**src/rtl/dpmbx_pkg.sv**
```systemverilog
package dpmbx_pkg;
    localparam int NUM_PROC    = 2;
    localparam int DATA_W      = 32;
    localparam int MAX_CH      = 16;
    localparam int SET_SHIFT   = 16;
    localparam int WIN_STRIDE  = 'h010;
    localparam int CMD_OFF     = 'h008;
    localparam int STAT_OFF    = 'h00C;
    localparam int CFG_ADDR    = 'h3F0;
    localparam int CFG_CNT_W   = 8;

    typedef struct packed {
        logic [NUM_PROC-1:0] cmd;
        logic [NUM_PROC-1:0] stat;
        logic                cfg;
        logic                any;
    } dec_hits_t;
endpackage

```
**src/rtl/dpmbx_decode.sv**
```systemverilog
module dpmbx_decode
    import dpmbx_pkg::*;
#(
    parameter int ADDR_W = 10
) (
    input  logic [ADDR_W-1:0] addr,
    output dec_hits_t         hits
);
    logic [NUM_PROC-1:0] cmd_hit;
    logic [NUM_PROC-1:0] stat_hit;
    logic                cfg_hit;

    for (genvar p = 0; p < NUM_PROC; p++) begin : g_win
        localparam int CMD_A  = p * WIN_STRIDE + CMD_OFF;
        localparam int STAT_A = p * WIN_STRIDE + STAT_OFF;
        assign cmd_hit[p]  = (addr == ADDR_W'(CMD_A));
        assign stat_hit[p] = (addr == ADDR_W'(STAT_A));
    end

    assign cfg_hit = (addr == ADDR_W'(CFG_ADDR));

    always_comb begin
        hits.cmd  = cmd_hit;
        hits.stat = stat_hit;
        hits.cfg  = cfg_hit;
        hits.any  = cfg_hit | (|cmd_hit) | (|stat_hit);
    end
endmodule

```
**src/rtl/dpmbx_flag_bank.sv**
```systemverilog
module dpmbx_flag_bank #(
    parameter int NUM_CH = 6
) (
    input  logic              clk,
    input  logic              rst_n,
    input  logic [NUM_CH-1:0] set_vec,
    input  logic [NUM_CH-1:0] clr_vec,
    output logic [NUM_CH-1:0] flags
);
    // Per-channel flag; a clear wins over a set aimed at the same flag.
    for (genvar n = 0; n < NUM_CH; n++) begin : g_ch
        always_ff @(posedge clk or negedge rst_n) begin
            if (!rst_n)
                flags[n] <= 1'b0;
            else if (clr_vec[n])
                flags[n] <= 1'b0;
            else if (set_vec[n])
                flags[n] <= 1'b1;
        end
    end

    logic [NUM_CH-1:0] set_only;
    assign set_only = set_vec & ~clr_vec;

    assert_flag_set_R4: assert property (@(posedge clk) disable iff (!rst_n)
        (set_only != '0) |=> ((flags & $past(set_only)) == $past(set_only)));

    assert_flag_clear_R5: assert property (@(posedge clk) disable iff (!rst_n)
        (clr_vec != '0) |=> ((flags & $past(clr_vec)) == '0));

    assert_flag_hold_R6: assert property (@(posedge clk) disable iff (!rst_n)
        (set_vec == '0 && clr_vec == '0) |=> $stable(flags));
endmodule

```
**src/rtl/dpmbx_read_mux.sv**
```systemverilog
module dpmbx_read_mux
    import dpmbx_pkg::*;
#(
    parameter int NUM_CH = 6
) (
    input  dec_hits_t                        hits,
    input  logic [NUM_PROC-1:0][NUM_CH-1:0]  occ,
    output logic [DATA_W-1:0]                rdata
);
    localparam logic [DATA_W-1:0] CFG_WORD =
        DATA_W'(NUM_CH) & DATA_W'((1 << CFG_CNT_W) - 1);

    always_comb begin
        rdata = '0;
        if (hits.cfg)
            rdata = CFG_WORD;
        for (int p = 0; p < NUM_PROC; p++) begin
            if (hits.stat[p])
                rdata = DATA_W'(occ[p]);
        end
    end
endmodule

```
**src/rtl/dpmbx_flag_ctrl.sv**
```systemverilog
module dpmbx_flag_ctrl
    import dpmbx_pkg::*;
#(
    parameter int NUM_CH = 6,
    parameter int ADDR_W = 10
) (
    input  logic              clk,
    input  logic              rst_n,
    input  logic [ADDR_W-1:0] bus_addr,
    input  logic              bus_wr,
    input  logic [31:0]       bus_wdata,
    input  logic              bus_cpu,
    output logic [31:0]       bus_rdata
);
    localparam logic [DATA_W-1:0] LIVE_MASK =
        DATA_W'((1 << NUM_CH) - 1) | (DATA_W'((1 << NUM_CH) - 1) << SET_SHIFT);

    dec_hits_t                        hits;
    logic [NUM_PROC-1:0]              wr_own;
    logic [NUM_PROC-1:0][NUM_CH-1:0]  occ;
    logic [NUM_CH-1:0]                raise_bits;
    logic [NUM_CH-1:0]                ack_bits;

    dpmbx_decode #(.ADDR_W(ADDR_W)) u_decode (
        .addr (bus_addr),
        .hits (hits)
    );

    assign raise_bits = bus_wdata[SET_SHIFT +: NUM_CH];
    assign ack_bits   = bus_wdata[NUM_CH-1:0];

    for (genvar p = 0; p < NUM_PROC; p++) begin : g_proc
        localparam int PEER = NUM_PROC - 1 - p;
        logic [NUM_CH-1:0] set_v;
        logic [NUM_CH-1:0] clr_v;

        // Only the owner of a window may issue its commands.
        assign wr_own[p] = bus_wr & hits.cmd[p] & (bus_cpu == 1'(p));
        assign set_v     = wr_own[p]    ? raise_bits : '0;
        assign clr_v     = wr_own[PEER] ? ack_bits   : '0;

        dpmbx_flag_bank #(.NUM_CH(NUM_CH)) u_bank (
            .clk     (clk),
            .rst_n   (rst_n),
            .set_vec (set_v),
            .clr_vec (clr_v),
            .flags   (occ[p])
        );
    end

    dpmbx_read_mux #(.NUM_CH(NUM_CH)) u_rmux (
        .hits  (hits),
        .occ   (occ),
        .rdata (bus_rdata)
    );

    assert_cfg_word_R2: assert property (@(posedge clk) disable iff (!rst_n)
        hits.cfg |-> (bus_rdata == 32'(NUM_CH)));

    assert_foreign_write_R7: assert property (@(posedge clk) disable iff (!rst_n)
        (bus_wr && (hits.cmd != '0) && !hits.cmd[bus_cpu]) |=> $stable(occ));

    assert_upper_ignored_R8: assert property (@(posedge clk) disable iff (!rst_n)
        (bus_wr && ((bus_wdata & LIVE_MASK) == '0)) |=> $stable(occ));

    assert_unmapped_zero_R9: assert property (@(posedge clk) disable iff (!rst_n)
        !hits.any |-> (bus_rdata == '0));

    assert_noncmd_write_R9: assert property (@(posedge clk) disable iff (!rst_n)
        (bus_wr && (hits.cmd == '0)) |=> $stable(occ));
endmodule

```
**config.mk**
```make
export PLATFORM = sky130hd
export DESIGN_NAME = dpmbx_flag_ctrl
export DESIGN_NICKNAME = d
export VERILOG_FILES = /design/src/rtl/dpmbx_pkg.sv /design/src/rtl/dpmbx_decode.sv /design/src/rtl/dpmbx_flag_bank.sv /design/src/rtl/dpmbx_read_mux.sv /design/src/rtl/dpmbx_flag_ctrl.sv
export SDC_FILE = /design/constraint.sdc
export NUM_CORES = 1
export LEC_CHECK = 0
export ABC_AREA = 1
export CORE_MARGIN = 4
export CORE_UTILIZATION = 35
export CTS_BUF_LIST = sky130_fd_sc_hd__clkbuf_4 sky130_fd_sc_hd__clkbuf_8
export DETAILED_ROUTE_END_ITERATION = 16
export PLACE_DENSITY = 0.89
export SYNTH_ARGS = -nofsm -noshare
export SYNTH_HDL_FRONTEND = slang
export SYNTH_SLANG_ARGS = --single-unit
```
**constraint.sdc**
```tcl
create_clock -name clk -period 1.6 [get_ports clk]
set_clock_uncertainty 0.2 [all_clocks]
set_input_delay 0.4 -clock clk [delete_from_list [all_inputs] [get_ports clk]]
set_output_delay 0.4 -clock clk [all_outputs]
set_load 0.02 [all_outputs]
```
==> out/metrics.yaml <==
detailed_routing:
  wirelength_mm: 2.940
  post_drt_wl_per_cell_um: 12.41
  antenna_left: 0
  drt_pass1_iterations: 4
  drt_iter0_drc: 28
  via_per_inst: 4.498
  num_vias: 1066
  drc_errors: 0
floorplan:
  io_pins: 78
  die_w_um: 63.22
  start_util_pct: 37.73
  coreArea_mm2: 0.002829
  row_count: 19
  dieArea_mm2: 0.003997
  die_y_um: 63.22
logic_synthesis:
  yosysWarnings: 0
  synth_top_area_cell: "dfrtp_1"
  postSynthCellCount: 155
  synthDistinctLibCells: 16
  synth-seq-cells: 12
  synthTopCellsByArea: "dfrtp_1, buf_4, nand3_1, inv_1, nand2_1"
  yosysSeqAreaShare_pct: 28.14
  yosysTopAreaCellShare_pct: 28.14
  synth_area_per_cell_um2: 6.886
  netlist_area_mm2: 0.001067
timing:
  drv_slew: 0
  fin_crit_sh_pct: 122.8
  rsz0062_at_grt: "yes"
  whs_ns: 0.2118
  worst_slack_ns: -0.3646
  setup_violations: 6
  min_period_ns: 1.965
  hold_viol: 0
  fmax_mhz: 509.0
place:
  pre_cts_ws_ns: -1.284
  place_inst: 230
  post-dp-hpwl_mm: 2.030
  gp_congestion: 0.8318
  portBuffers: 31
global_route:
  track_usage_pct: 13.58
  grt_max_degree: 13
  grt_pass1_wl_mm: 4.312
  grt_antenna_before_repair: 0
  grt_overflow: 0
  grt_pass1_vias: 1038
run:
  cap_violations: 0
cts:
  cts_sinks: 12
  postCtsHoldBufs: 0
  cts_buffers: 3
  cts_root_buf: "clkbuf_4"
  clk_pin_slew_ns: 0.08
  insertion_delay_ns: 0.28
  cts_tree: "done"
  h-tree-depth: 1
  clockBufferDepth: 2
worst_setup_path:
  worstReg2RegStart: "g_proc[0].u_bank.flags[2]"
  crit_path_start_kind: "primary input"
  cp_data_required_time_ns: 1.00
  critical_path.startpoint: "bus_addr[7]"
  arrival_ns: 1.36
  worstSetupPathType: "in2out"
  critPathMaxFanout: 4
  reg2reg_depth: 3
  end_kind: "output port"
hold_path:
  min_path_type: "in2async"
status:
  outcome: "complete, but fails checks"
  violations: "negative setup slack"
final_layout:
  largest_reg_flops: 12
  stdcell_count: 237
  top_register: "g_proc.u_bank.flags"
  drive_gt1_share_pct: 37.38
  area_growth_pct: 52.40
  antennaDiodeCount: 0
  num-fill-cells: 255
  nNetsFinal: 253
  fin_util_pct: 57.50
  top_regs: "g_proc.u_bank.flags x12"
power:
  ir_drop_mv: 0.3087
  p_leak_nw: 0.8233
  power_density_mw_per_mm2: 470.3
  total_power_mw: 0.7650
## final cells by class
type	count	area [um2]	share of cell area [%]
repair buffers	49	469.2	28.85
clock buffers	4	36.28	2.231
well taps	31	38.79	2.385
inverters	29	108.9	6.692
multi-input cells	112	673.1	41.38
flip-flops and latches	12	300.3	18.46
## routing by layer
layer	routed length, um	track usage, %	up-vias
met4	44	6.739	0
met3	200	3.197	4
li1	-	-	525
met5	0	0	-
met1	1104	14.74	498
met2	1590	24.51	39
## stage by stage
step	setup TNS [ns]	area, um2
2_1_floorplan	-0.5936	1186
6_report	-2.083	1627
3_5_place_dp	-13.41	1466
3_3_place_gp	-12.34	1466
5_1_grt	-2.564	1627
4_1_cts	-1.999	1558
## Yosys cell counts (all sizes together)
cell type  number
inv            29
buf            28
nand3          26
nand2          24
nor2           23
dfrtp          12
a21oi           6
o21ai           4
nor3            2
conb            1
## worst max-delay path: stages
cell,delay [ns]
buf_6,0.10
nor2_4,0.13
buf_12,0.12
nand3_4,0.12
nor3_1,0.22
nor2_2,0.06
nor2_2,0.09
buf_6,0.12
## cells in the final DEF (no fill, tap or decap), types with 6 or more instances in the layout
cell type / instances
nor2_1: 8
nand2_1: 18
conb_1: 26
nand3_1: 19
dfrtp_1: 12
nor2_4: 10
buf_4: 15
buf_6: 9
clkdlybuf4s50_1: 15
a21oi_1: 6
inv_1: 24
## where the power goes
part	internal, mW	switching [mW]
clock network	0.139	0.113
registers	0.305	0.00116
logic	0.0837	0.124
## repair_timing
action                                  CTS  global route
endpoints found under the setup margin   18             8
pin swaps                                14            15
resized for setup                        96            15
buffers inserted                          1             1
cloned                                    0             1
## path summary, 6_finish.rpt
| check | endpoint | slack, ns |
|---|---|---|
| setup / recovery | bus_rdata[1] | -0.36 |
| hold / removal | g_proc[0].u_bank.flags[4] | 0.21 |
| setup reg to reg | g_proc[0].u_bank.flags[2] | 0.62 |
| hold reg to reg | g_proc[0].u_bank.flags[4] | 0.34 |
| max in group asynchronous | g_proc[1].u_bank.flags[5] | 0.83 |
| min in group clk | g_proc[0].u_bank.flags[4] | 0.34 |
## kinds of logic after synthesis
kind of cell           count (synthesis)  share of synthesized area, %
other                                  1                        0.3514
flip-flops                            12                         28.14
AND/OR/NAND/NOR                       75                         36.58
buffers and inverters                 57                         30.25
AO/OA/AOI/OAI                         10                         4.690
Note: power is estimated with default switching activity, not from simulation.
